File: config.mk
export PLATFORM = sky130hd
export DESIGN_NAME = refcmp_unit
export DESIGN_NICKNAME = d
export VERILOG_FILES = /design/src/rtl/refcmp_pkg.sv /design/src/rtl/refcmp_cmp.sv /design/src/rtl/refcmp_counter.sv /design/src/rtl/refcmp_outsel.sv /design/src/rtl/refcmp_unit.sv
export SDC_FILE = /design/constraint.sdc
export NUM_CORES = 1
export LEC_CHECK = 0
export ABC_AREA = 1
export BUFFER_PORTS_ARGS = -buffer_cell sky130_fd_sc_hd__buf_2
export CAP_MARGIN = 20
export CORE_MARGIN = 5
export CORE_UTILIZATION = 55
export DETAILED_ROUTE_END_ITERATION = 8
export PLACE_DENSITY = 0.86
export REMOVE_ABC_BUFFERS = 1
export SYNTH_ARGS = -nofsm -noshare
export SYNTH_HDL_FRONTEND = slang
export SYNTH_SLANG_ARGS = --single-unit
export TNS_END_PERCENT = 5
File: constraint.sdc
create_clock -name clk -period 8.3 [get_ports clk]
set_clock_uncertainty 0.05 [all_clocks]
set_input_delay 1.66 -clock clk [delete_from_list [all_inputs] [get_ports clk]]
set_output_delay 1.66 -clock clk [all_outputs]
set_load 0.02 [all_outputs]
File: src/rtl/refcmp_pkg.sv
package refcmp_pkg;
   typedef enum logic [1:0] {
      OP_LOAD = 2'd0,
      OP_ADD  = 2'd1,
      OP_INC  = 2'd2,
      OP_DEC  = 2'd3
   } cnt_op_e;

   localparam int FLAGS_PER_SRC = 6;
   localparam int FL_LT = 0;
   localparam int FL_EQ = 1;
   localparam int FL_GT = 2;
   localparam int FL_REF1_OFS = 3;
endpackage

File: src/rtl/refcmp_cmp.sv
module refcmp_cmp #(
   parameter int W = 8
) (
   input  logic [W-1:0] val,
   input  logic [W-1:0] ref0,
   input  logic [W-1:0] ref1,
   output logic [refcmp_pkg::FLAGS_PER_SRC-1:0] flags
);
   import refcmp_pkg::*;

   always_comb begin
      flags = '0;
      flags[FL_LT] = val < ref0;
      flags[FL_EQ] = val == ref0;
      flags[FL_GT] = val > ref0;
      flags[FL_REF1_OFS + FL_LT] = val < ref1;
      flags[FL_REF1_OFS + FL_EQ] = val == ref1;
      flags[FL_REF1_OFS + FL_GT] = val > ref1;
   end
endmodule

File: src/rtl/refcmp_counter.sv
module refcmp_counter #(
   parameter int W      = 8,
   parameter int N_CMD  = 2,
   parameter int IW     = 2,
   parameter int MY_IDX = 0
) (
   input  logic             clk,
   input  logic             rst_n,
   input  logic [W-1:0]     init,
   input  logic [W-1:0]     ref0,
   input  logic [W-1:0]     ref1,
   input  logic [N_CMD-1:0] cmd_vld,
   input  logic [N_CMD*IW-1:0] cmd_idx,
   input  logic [N_CMD*2-1:0]  cmd_op,
   input  logic [N_CMD-1:0] cmd_rsel,
   output logic [W-1:0]     cnt
);
   import refcmp_pkg::*;

   logic          win_hit;
   cnt_op_e       win_op;
   logic          win_rsel;
   logic [W-1:0]  operand;
   logic [W-1:0]  cnt_nxt;

   // scan from the top port down so the lowest matching port is applied last
   always_comb begin
      win_hit  = 1'b0;
      win_op   = OP_INC;
      win_rsel = 1'b0;
      for (int p = N_CMD - 1; p >= 0; p--) begin
         if (cmd_vld[p] && (cmd_idx[p*IW +: IW] == IW'(MY_IDX))) begin
            win_hit  = 1'b1;
            win_op   = cnt_op_e'(cmd_op[p*2 +: 2]);
            win_rsel = cmd_rsel[p];
         end
      end
   end

   assign operand = win_rsel ? ref1 : ref0;

   always_comb begin
      unique case (win_op)
         OP_LOAD: cnt_nxt = operand;
         OP_ADD:  cnt_nxt = cnt + operand;
         OP_INC:  cnt_nxt = cnt + W'(1);
         default: cnt_nxt = cnt - W'(1);
      endcase
   end

   always_ff @(posedge clk) begin
      if (!rst_n)
         cnt <= init;
      else if (win_hit)
         cnt <= cnt_nxt;
   end


   load_val_chk: assert property (@(posedge clk) disable iff (!rst_n)
      (win_hit && win_op == OP_LOAD) |=> cnt == $past(operand));

   add_wrap_chk: assert property (@(posedge clk) disable iff (!rst_n)
      (win_hit && win_op == OP_ADD) |=> cnt == W'($past(cnt) + $past(operand)));

   inc_step_chk: assert property (@(posedge clk) disable iff (!rst_n)
      (win_hit && win_op == OP_INC) |=> cnt == W'($past(cnt) + W'(1)));

   dec_step_chk: assert property (@(posedge clk) disable iff (!rst_n)
      (win_hit && win_op == OP_DEC) |=> cnt == W'($past(cnt) - W'(1)));

   idle_hold_chk: assert property (@(posedge clk) disable iff (!rst_n)
      !win_hit |=> $stable(cnt));
endmodule

File: src/rtl/refcmp_outsel.sv
module refcmp_outsel #(
   parameter int W     = 8,
   parameter int N_CNT = 3,
   parameter int SW    = 2
) (
   input  logic [N_CNT*W-1:0] cnt_all,
   input  logic [W-1:0]       cst,
   input  logic [SW-1:0]      sel,
   output logic [W-1:0]       val
);
   always_comb begin
      val = cst;
      for (int c = 0; c < N_CNT; c++) begin
         if (sel == SW'(c)) val = cnt_all[c*W +: W];
      end
   end
endmodule

File: src/rtl/refcmp_unit.sv
module refcmp_unit #(
   parameter int          W            = 8,
   parameter int          N_IN         = 2,
   parameter int          N_CNT        = 3,
   parameter int          N_CMD        = 2,
   parameter int          N_OUT        = 3,
   parameter int unsigned OUT_REG_MASK = 32'd5,
   localparam int NSRC = N_IN + N_CNT,
   localparam int IW   = (N_CNT > 1) ? $clog2(N_CNT) + 1 : 1,
   localparam int SW   = $clog2(N_CNT + 1),
   localparam int FPS  = refcmp_pkg::FLAGS_PER_SRC
) (
   input  logic                clk,
   input  logic                rst_n,
   input  logic [N_IN*W-1:0]   in_data,
   input  logic [NSRC*W-1:0]   cfg_ref0,
   input  logic [NSRC*W-1:0]   cfg_ref1,
   input  logic [N_CNT*W-1:0]  cfg_init,
   input  logic [N_OUT*W-1:0]  cfg_const,
   input  logic [N_OUT*SW-1:0] cfg_osel,
   input  logic [N_CMD-1:0]    cmd_vld,
   input  logic [N_CMD*IW-1:0] cmd_idx,
   input  logic [N_CMD*2-1:0]  cmd_op,
   input  logic [N_CMD-1:0]    cmd_rsel,
   output logic [NSRC*FPS-1:0] cond_flags,
   output logic [N_OUT*W-1:0]  out_data
);
   generate
      if (W < 1 || N_IN < 1 || N_CNT < 1 || N_CMD < 1 || N_OUT < 1 || N_OUT > 32)
         $error("refcmp_unit: parameter out of range");
   endgenerate

   logic [N_CNT*W-1:0]  cnt_all;
   logic [NSRC*FPS-1:0] flags_c;

   genvar gi;
   generate
      for (gi = 0; gi < N_CNT; gi++) begin : g_cnt
         refcmp_counter #(.W(W), .N_CMD(N_CMD), .IW(IW), .MY_IDX(gi)) u_cnt (
            .clk      (clk),
            .rst_n    (rst_n),
            .init     (cfg_init[gi*W +: W]),
            .ref0     (cfg_ref0[(N_IN+gi)*W +: W]),
            .ref1     (cfg_ref1[(N_IN+gi)*W +: W]),
            .cmd_vld  (cmd_vld),
            .cmd_idx  (cmd_idx),
            .cmd_op   (cmd_op),
            .cmd_rsel (cmd_rsel),
            .cnt      (cnt_all[gi*W +: W])
         );
      end

      for (gi = 0; gi < NSRC; gi++) begin : g_src
         logic [W-1:0] src_val;
         if (gi < N_IN) begin : g_in
            assign src_val = in_data[gi*W +: W];
         end else begin : g_ctr
            assign src_val = cnt_all[(gi-N_IN)*W +: W];
         end
         refcmp_cmp #(.W(W)) u_cmp (
            .val   (src_val),
            .ref0  (cfg_ref0[gi*W +: W]),
            .ref1  (cfg_ref1[gi*W +: W]),
            .flags (flags_c[gi*FPS +: FPS])
         );


         flag_onehot0_chk: assert property (@(posedge clk) disable iff (!rst_n)
            $past(rst_n) |-> $countones(cond_flags[gi*FPS +: 3]) == 1);

         flag_onehot1_chk: assert property (@(posedge clk) disable iff (!rst_n)
            $past(rst_n) |-> $countones(cond_flags[gi*FPS+3 +: 3]) == 1);
      end

      for (gi = 0; gi < N_OUT; gi++) begin : g_out
         logic [W-1:0] lane_val;
         refcmp_outsel #(.W(W), .N_CNT(N_CNT), .SW(SW)) u_sel (
            .cnt_all (cnt_all),
            .cst     (cfg_const[gi*W +: W]),
            .sel     (cfg_osel[gi*SW +: SW]),
            .val     (lane_val)
         );
         if (OUT_REG_MASK[gi]) begin : g_reg
            always_ff @(posedge clk) begin
               if (!rst_n) out_data[gi*W +: W] <= '0;
               else        out_data[gi*W +: W] <= lane_val;
            end
         end else begin : g_comb
            assign out_data[gi*W +: W] = lane_val;
         end
      end
   endgenerate

   always_ff @(posedge clk) begin
      if (!rst_n) cond_flags <= '0;
      else        cond_flags <= flags_c;
   end
endmodule

After elaboration in Yosys (flattened, before gate mapping)
Cells that the tools add are included.

storage, ports and cells
  register bits = 70
  output and inout port bits = 54
  word-level logic and storage cells = 117
  input bits = 166

operators by class
  multiplexer cells = 39
  equality and inequality tests = 29
  order comparisons = 20
  reductions and logical operators = 14
  add/sub/neg operators = 9

operator list
  cell                   number
  $mux W8                18
  $eq A8 B8 Y1           10
  $gt A8 B8 Y1           10
  $lt A8 B8 Y1           10
  $pmux W8 S3            3
  $add A8 B1 Y8 const B  3
  $add A8 B8 Y8          3
  $sub A8 B1 Y8 const B  3
  $eq A2 B1 Y1 const B   6
  $eq A2 B2 Y1 const B   6
  $logic_not A2 Y1       6
  $mux W1                12
  $mux W2                6
  $eq A3 B1 Y1 const B   2
  $eq A3 B2 Y1 const B   2
  $logic_and A1 B1 Y1    6
  $logic_not A3 Y1       2
  $ne A2 B1 Y1 const B   3

Longest topological paths before layout
Gate-level depths: netlist (run 1).

  word-level depth = 9
  mapped depth = 22

By module
A second synthesis (run 1) with hierarchy kept.

unflattened totals
  cell total of the unflattened synthesis = 1233
  area, all modules = 7905.1 µm²

modules (own cells, without submodules)
  module                               seq. area each (µm²)  cells each  area an instance (µm²)  times used
  refcmp_cmp                           0.0                   75          471.7                   5
  refcmp_counter (g_cnt[1].u_cnt ...)  240.2                 166         1066.0                  2
  refcmp_unit                          920.9                 143         1318.8                  1
  refcmp_counter (g_cnt[0].u_cnt)      240.2                 170         1108.6                  1
  refcmp_outsel                        0.0                   71          329.1                   3

Least setup slack after synthesis (run 1)
No wires, ideal clock.

  path kind = input -> output
  start point = in cfg_osel[3]
  end point = out out_data[9]
  slack = 3.669 ns
  cell stages on the path = 6
  path buffers = 2
  arrival time = 2.921 ns
  data required time = 6.590 ns
  path through = buf_2 or2_2 clkbuf_1 o21ai_0 a31oi_1 o21ai_0

between the ends
  longest elaborated chain between the ends = 4
  elaborated cells between the ends (all ways) = 6
  those cells by class = 2 x eq/ne; 3 x mux; 1 x reduce/logical

RTL lines
  element               RTL line             RTL
  start: declaration    refcmp_unit.sv:20    input logic [N_OUT*SW-1:0] cfg_osel,
  $logic_not A2 Y1      refcmp_outsel.sv:14  if (sel == SW'(c)) val = cnt_all[c*W +: W];
  $mux W8 (2 in a row)  refcmp_outsel.sv:14
  $mux W8 (*)           refcmp_outsel.sv:14
  end: declaration      refcmp_unit.sv:26    output logic [N_OUT*W-1:0] out_data

Every way passes the cells marked *; elsewhere a longest branch is shown, timed or not.

Worst setup path in the final report (run 1)
  start point = in cfg_osel[3]
  end point = out out_data[8]

Same word-level chain as after synthesis.

==> impl_metrics.toml, run 1 <==
[layout]
design.final.nets = 1470
area.sequential_sq_um = 1642
layout_commonest_cell = "sky130_fd_sc_hd__buf_2"
drive_gt1_share_pct = 20.90
area_growth_pct = 21.75
fillers = 1059
multi_input_area_sq_um = 4293
final_cell_mix = "219 x sky130_fd_sc_hd__buf_2, 196 x sky130_fd_sc_hd__nand2_1, 176 x sky130_fd_sc_hd__inv_1"

[routing]
num_vias = 7305
antenna_left = 0
drc = 0
drt_iter0_markers = 681
drt-wirelength-per-cell_um = 15.21
drt-total-wl_um = 20440
drt-pass1-iter-count = 7
via_per_inst = 5.435

[sta]
setup-tns-final_ps = 0
final_hold_viol_count = 0
setup_violations = 0
fmax_mhz = 198.8
grt_setup_unrepaired = "false"
finalWorstPathRequiredPeriod_ps = 5029
whs_ps = 659.1
slew_headroom_pct = 45.74
tightestPinTransition_ps = 811.0
ratio_of_final_minimum_period_to_clock_period_pct = 60.59
slew_viol_final = 0

[critical_path]
worst-setup-path-type = "in -> out"
worstPathArrival_ps = 3320
timing.critical_path.required_ps = 6590
startpoint_type = "input port"
cp_num_cells = 6
critical_path.cell_chain = "buf_2 > inv_1 > nor2_1 > a2111oi_0 > a21oi_1 > buf_2"
critical_path.top_delay_family = "simple AND/OR/NAND/NOR gates"
cpMaxStageDelayCell = "sky130_fd_sc_hd__nor2_1"
cpPeakStageDelay_ps = 650
endpoint_kind = "output pin"
worstRegToRegCells = 11
timing.critical_path.mode_cell = "sky130_fd_sc_hd__buf_2"
path_buf_inv = 3
worst-path-max-fanout = 16
r2r_setup_slack_ps = 6080

[clock_network]
cts_buffers = 9
cts_resized = 0
clkSinkCount = 70
cts_tree = "done"
cts_htree_levels = 3
root_buffer = "sky130_fd_sc_hd__clkbuf_16"
post-cts-setup-buffers = 0
cts.hold.buffers_added = 0
cts.reportedPaths.clkPinSlew_ps = 60
ctsLongestPathBuffers = 2
clkLatencyLatePin_ps = 340

[synth]
synth.yosys.seq_area_share_pct = 24.45
synth-seq-cells = 70
ffs_w_async_s_r_synth_pct = 0
syn-cell-area_sq_um = 6713
synth.yosys.warnings = 0
synth_enable_flop_cells = 24
synthesis.instances = 985
netlist-cell-type-count = 34
synth_ff_type = "sky130_fd_sc_hd__dfxtp_1"
syn_avg_cell_area_sq_um = 6.815

[job]
timing.max_cap.violations = 0

[placed_design]
dpl.hpwl_um = 16690
number_of_input_and_output_port_buffers_inserted = 219
globalplace.congestion = 1.004

[worst_hold_path]
hold_depth = 2
hp-class = "reg -> reg"

[floorplan]
die_width_um = 120.5
floorplan.core_area_sq_um = 12010
fp-row-count = 40
initial_utilization_pct = 55.89
ios = 220
die-area_sq_um = 14510
chipHeight_um = 120.5

[status]
status = "finished clean"

[global_route]
via_count_of_the_first_global_routing_pass = 6964
overflow = 0
grt_pass1_wl_um = 32260
grt_util_overall_pct = 27.57
grt_max_degree = 52
antenna_found_initial = 2

[power_and_ir_drop]
total_leakage_power_nw = 4.637
vdd.ir_drop.worst_v = 0.00008984
p_per_area_nw_per_um2 = 153.8
## synth_stat cells, types with 2 or more instances
cell | instances | area, sq um
sky130_fd_sc_hd__or2_2 | 3 | 18.77
sky130_fd_sc_hd__nand3_2 | 4 | 40.04
sky130_fd_sc_hd__o211ai_1 | 18 | 135.1
sky130_fd_sc_hd__buf_4 | 2 | 15.01
sky130_fd_sc_hd__a21oi_1 | 73 | 365.4
sky130_fd_sc_hd__dfxtp_1 | 46 | 920.9
sky130_fd_sc_hd__xor2_1 | 4 | 35.03
sky130_fd_sc_hd__nand2_1 | 196 | 735.7
sky130_fd_sc_hd__o21ai_0 | 98 | 490.5
sky130_fd_sc_hd__o22ai_1 | 6 | 37.54
sky130_fd_sc_hd__and3_1 | 3 | 18.77
sky130_fd_sc_hd__edfxtp_1 | 24 | 720.7
sky130_fd_sc_hd__a2111oi_0 | 2 | 17.52
sky130_fd_sc_hd__nand3_1 | 33 | 165.2
sky130_fd_sc_hd__buf_2 | 4 | 20.02
sky130_fd_sc_hd__fa_1 | 3 | 60.06
sky130_fd_sc_hd__inv_1 | 176 | 660.6
sky130_fd_sc_hd__nor2_4 | 2 | 22.52
sky130_fd_sc_hd__ha_1 | 110 | 1376
sky130_fd_sc_hd__a31oi_1 | 21 | 131.4
sky130_fd_sc_hd__clkbuf_1 | 19 | 71.32
sky130_fd_sc_hd__nand4_1 | 16 | 100.1
sky130_fd_sc_hd__xnor2_1 | 6 | 52.55
sky130_fd_sc_hd__o21ai_1 | 19 | 95.09
sky130_fd_sc_hd__nand2_2 | 4 | 25.02
sky130_fd_sc_hd__nor2_1 | 85 | 319.1
## registers in the layout, summed over array words and instances (netlist names)
signal           flops
out_data            16
g_cnt.u_cnt.cnt     24
cond_flags          30
## worst reg2reg max path: cells and delay by family (launching register included)
family | cells | cell delay, ps
adder cells (fa/ha/maj) | 2 | 710
XOR/XNOR | 1 | 140
flip-flops | 1 | 480
AND/OR/NAND/NOR | 7 | 530
AO/OA/AOI/OAI | 1 | 70
## cell families (layout without fill, tap and decap cells)
group / after synthesis / count (layout) / share of synthesized area (%)
xor gates and xnor gates: 10 / 10 / 1.305
muxes: 1 / 1 / 0.1677
DFF: 70 / 70 / 24.45
adders and majority gates: 113 / 113 / 21.40
and+or+nand+nor: 348 / 348 / 21.75
other: 0 / 1 / 0
buffers and inverters: 204 / 415 / 11.59
AOI/OAI and AO/OA: 239 / 239 / 19.33
## per-stage QoR
| step | power (mW) | util (%) | setup slack (ps) | std cells | area (sq um) |
|---|---|---|---|---|---|
| 6_report | 1.257 | 68.04 | 3271 | 1344 | 8173 |
| 5_1_grt | 1.345 | 68.04 | 3130 | 1344 | 8173 |
| 4_1_cts | 1.255 | 68.02 | 3341 | 1343 | 8170 |
| 3_5_place_dp | 0.8947 | 65.75 | 3270 | 1327 | 7898 |
| 3_3_place_gp | 0.8838 | 65.75 | 3402 | 1327 | 7898 |
| 2_1_floorplan | 0.7340 | - | 3853 | 959 | 6603 |
## layout make-up
| cell class | instances | share of cell area [%] |
|---|---|---|
| Tap cell | 147 | 2.250 |
| Clock inverter | 1 | 0.06124 |
| Timing Repair Buffer | 221 | 13.59 |
| Antenna cell | 1 | 0.03062 |
| Multi-Input combinational cell | 711 | 52.53 |
| Clock buffer | 15 | 3.276 |
| Sequential cell | 70 | 20.09 |
| Inverter | 178 | 8.175 |
## layer usage
layer,vias up,part of all wire [%],track usage [%]
met2,376,45,45.48
met3,77,10,6.080
met1,3171,40,33.38
met5,-,0.064,0
li1,3679,-,-
met4,2,4.5,15.01
## power breakdown
group | leakage (nW) | switching, mW | internal, mW
Sequential | 0.621 | 0.0395 | 0.399
Combinational | 3.88 | 0.277 | 0.182
Clock | 0.134 | 0.141 | 0.219
Total | 4.64 | 0.458 | 0.799
## worst paths after layout
check / start / to
max reg2reg: g_cnt[1].u_cnt.cnt[0] / g_cnt[1].u_cnt.cnt[6]
min reg2reg: g_cnt[1].u_cnt.cnt[0] / out_data[0]
max: cfg_osel[3] / out_data[8]
min: g_cnt[1].u_cnt.cnt[0] / out_data[0]
Power figures use the tool's default switching activity.
==> inputs of run 2 (changes only) <==
Settings changed: CORE_UTILIZATION 55 to 52, PLACE_DENSITY 0.86 to 0.82.
Clock period 8.3 ns to 4.9 ns, I/O delays scaled along.
==> run 2 against run 1 <==
  * First-iteration DRC count fell by 6.3%
  * Register-to-register slack got worse by 3400 ps
  * Final cell count rose by 1.9%
  * Via count down 0.67%
  * Non-clock buffer count stayed put
  * Power up 72%
  * Worst hold slack worse by 17 ps
  * Clock power grew 77%
  * Sequential cell count did not move
  * Core utilization is 2.9 points lower
  * Largest cell class unchanged
==> impl_metrics.toml, run 2 (same netlist as run 1, synthesis figures left out) <==
[routing]
drc = 0
drt-total-wl_um = 20850
via_per_inst = 5.296
drt-wirelength-per-cell_um = 15.22
drt-pass1-iter-count = 5
num_vias = 7256
antenna_left = 0
drt_iter0_markers = 638

[global_route]
grt_util_overall_pct = 26.69
antenna_found_initial = 1
grt_max_degree = 47
overflow = 0
via_count_of_the_first_global_routing_pass = 6718
grt_pass1_wl_um = 31960

[clock_network]
cts.hold.buffers_added = 0
post-cts-setup-buffers = 0
cts_htree_levels = 3
cts_tree = "done"
cts.reportedPaths.clkPinSlew_ps = 60
root_buffer = "sky130_fd_sc_hd__clkbuf_16"
cts_resized = 0
ctsLongestPathBuffers = 2
clkSinkCount = 70
clkLatencyLatePin_ps = 330
cts_buffers = 9

[floorplan]
chipHeight_um = 123.6
floorplan.core_area_sq_um = 12620
initial_utilization_pct = 53.19
ios = 220
die_width_um = 123.6
die-area_sq_um = 15280
fp-row-count = 41

[power_and_ir_drop]
vdd.ir_drop.worst_v = 0.0001478
p_per_area_nw_per_um2 = 262.9
total_leakage_power_nw = 4.648

[critical_path]
timing.critical_path.required_ps = 4930
worstRegToRegCells = 10
worstPathArrival_ps = 4030
endpoint_kind = "flop"
worst-setup-path-type = "in -> reg"
startpoint_type = "input port"
worst-path-max-fanout = 3

[job]
timing.max_cap.violations = 0

[sta]
whs_ps = 642.3
slew_headroom_pct = 45.75
tightestPinTransition_ps = 810.7
setup_violations = 0
setup-tns-final_ps = 0
fmax_mhz = 249.7
grt_setup_unrepaired = "false"
final_hold_viol_count = 0
slew_viol_final = 0
finalWorstPathRequiredPeriod_ps = 4004
ratio_of_final_minimum_period_to_clock_period_pct = 81.72

[layout]
final_cell_mix = "219 x sky130_fd_sc_hd__buf_2, 196 x sky130_fd_sc_hd__nand2_1, 176 x sky130_fd_sc_hd__inv_1"
layout_commonest_cell = "sky130_fd_sc_hd__buf_2"
design.final.nets = 1470
layout.core_utilization_pct = 65.15
regMostFlops = "cond_flags"
area_growth_pct = 22.48
fillers = 1197
largest_reg_flops = 30
post-route-cell-area_sq_um = 8222
drive_gt1_share_pct = 21.07
area.sequential_sq_um = 1642
top_regs = "cond_flags x30, g_cnt.u_cnt.cnt x24, out_data x16"
fin_cells = 1370
multi_input_area_sq_um = 4293

[placed_design]
placed_cells_incl_taps = 1352
dpl.hpwl_um = 17210
number_of_input_and_output_port_buffers_inserted = 219
placement.cell_area_sq_um = 7929
globalplace.congestion = 0.9664

[worst_hold_path]
hp-class = "reg -> reg"
hold_depth = 2

[status]
status = "finished clean"
==> run 2: cell types whose count changed in the layout (fill, tap and decap cells not counted) <==
cell / change
sky130_fd_sc_hd__clkbuf_16: +1
sky130_fd_sc_hd__diode_2: +1
sky130_fd_sc_hd__clkbuf_1: -2
sky130_fd_sc_hd__clkinv_2: +1
sky130_fd_sc_hd__clkbuf_8: -1
sky130_fd_sc_hd__inv_4: +1
==> run 2: stage by stage <==
step	total power, mW	worst slack, ps
global route	2.313	569.0
detailed placement	1.524	578.5
finish	2.161	895.7
floorplan	1.243	1175
global placement	1.501	741.0
CTS	2.164	925.0
==> run 2: final cells by class <==
cell class	instances	area share (%)
clock inverter	3	0.1978
tap	172	2.618
clock buffer	13	3.302
antenna	2	0.06087
timing repair buffer	221	13.51
multi-input combinational	711	52.21
inverter	178	8.127
sequential	70	19.97
==> run 2: report_power, final <==
group          switching (mW)  internal, mW  total [mW]
clock                   0.251         0.386       0.637
combinational           0.474         0.308       0.782
sequential             0.0669         0.675       0.742
total                   0.792          1.37        2.16
==> run 2: final timing paths <==
kind                               from                     to  slack (ps)
setup reg to reg  g_cnt[2].u_cnt.cnt[0]  g_cnt[2].u_cnt.cnt[6]        2640
setup / recovery             cmd_idx[3]  g_cnt[2].u_cnt.cnt[6]         900
hold / removal    g_cnt[1].u_cnt.cnt[0]           out_data[16]         640
hold reg to reg   g_cnt[1].u_cnt.cnt[0]           out_data[16]         640
==> run 2: worst max-delay path, stage by stage <==
cell and delay, ps:
sky130_fd_sc_hd__buf_2 110, sky130_fd_sc_hd__inv_1 80, sky130_fd_sc_hd__nand2_1 50, sky130_fd_sc_hd__nor2_1 290
sky130_fd_sc_hd__inv_1 110, sky130_fd_sc_hd__a31oi_1 150, sky130_fd_sc_hd__inv_1 70, sky130_fd_sc_hd__o22ai_1 260
sky130_fd_sc_hd__ha_1 300, sky130_fd_sc_hd__nor2_1 90, sky130_fd_sc_hd__o21ai_0 100, sky130_fd_sc_hd__ha_1 230
sky130_fd_sc_hd__fa_1 400, sky130_fd_sc_hd__nand3_1 100, sky130_fd_sc_hd__nand2_1 70, sky130_fd_sc_hd__inv_1 70
sky130_fd_sc_hd__o21ai_0 70, sky130_fd_sc_hd__a21oi_1 160, sky130_fd_sc_hd__nor2_1 50, sky130_fd_sc_hd__o21ai_0 160
sky130_fd_sc_hd__o21ai_0 100
==> run 2: layer usage <==
metal / routed length [um] / vias to the layer above / global-route usage (%)
met2: 9532 / 332 / 43.63
met5: 0 / - / 0
met1: 8675 / 3187 / 34.11
met3: 1937 / 57 / 5.631
li1: - / 3680 / -
met4: 708 / 0 / 11.35
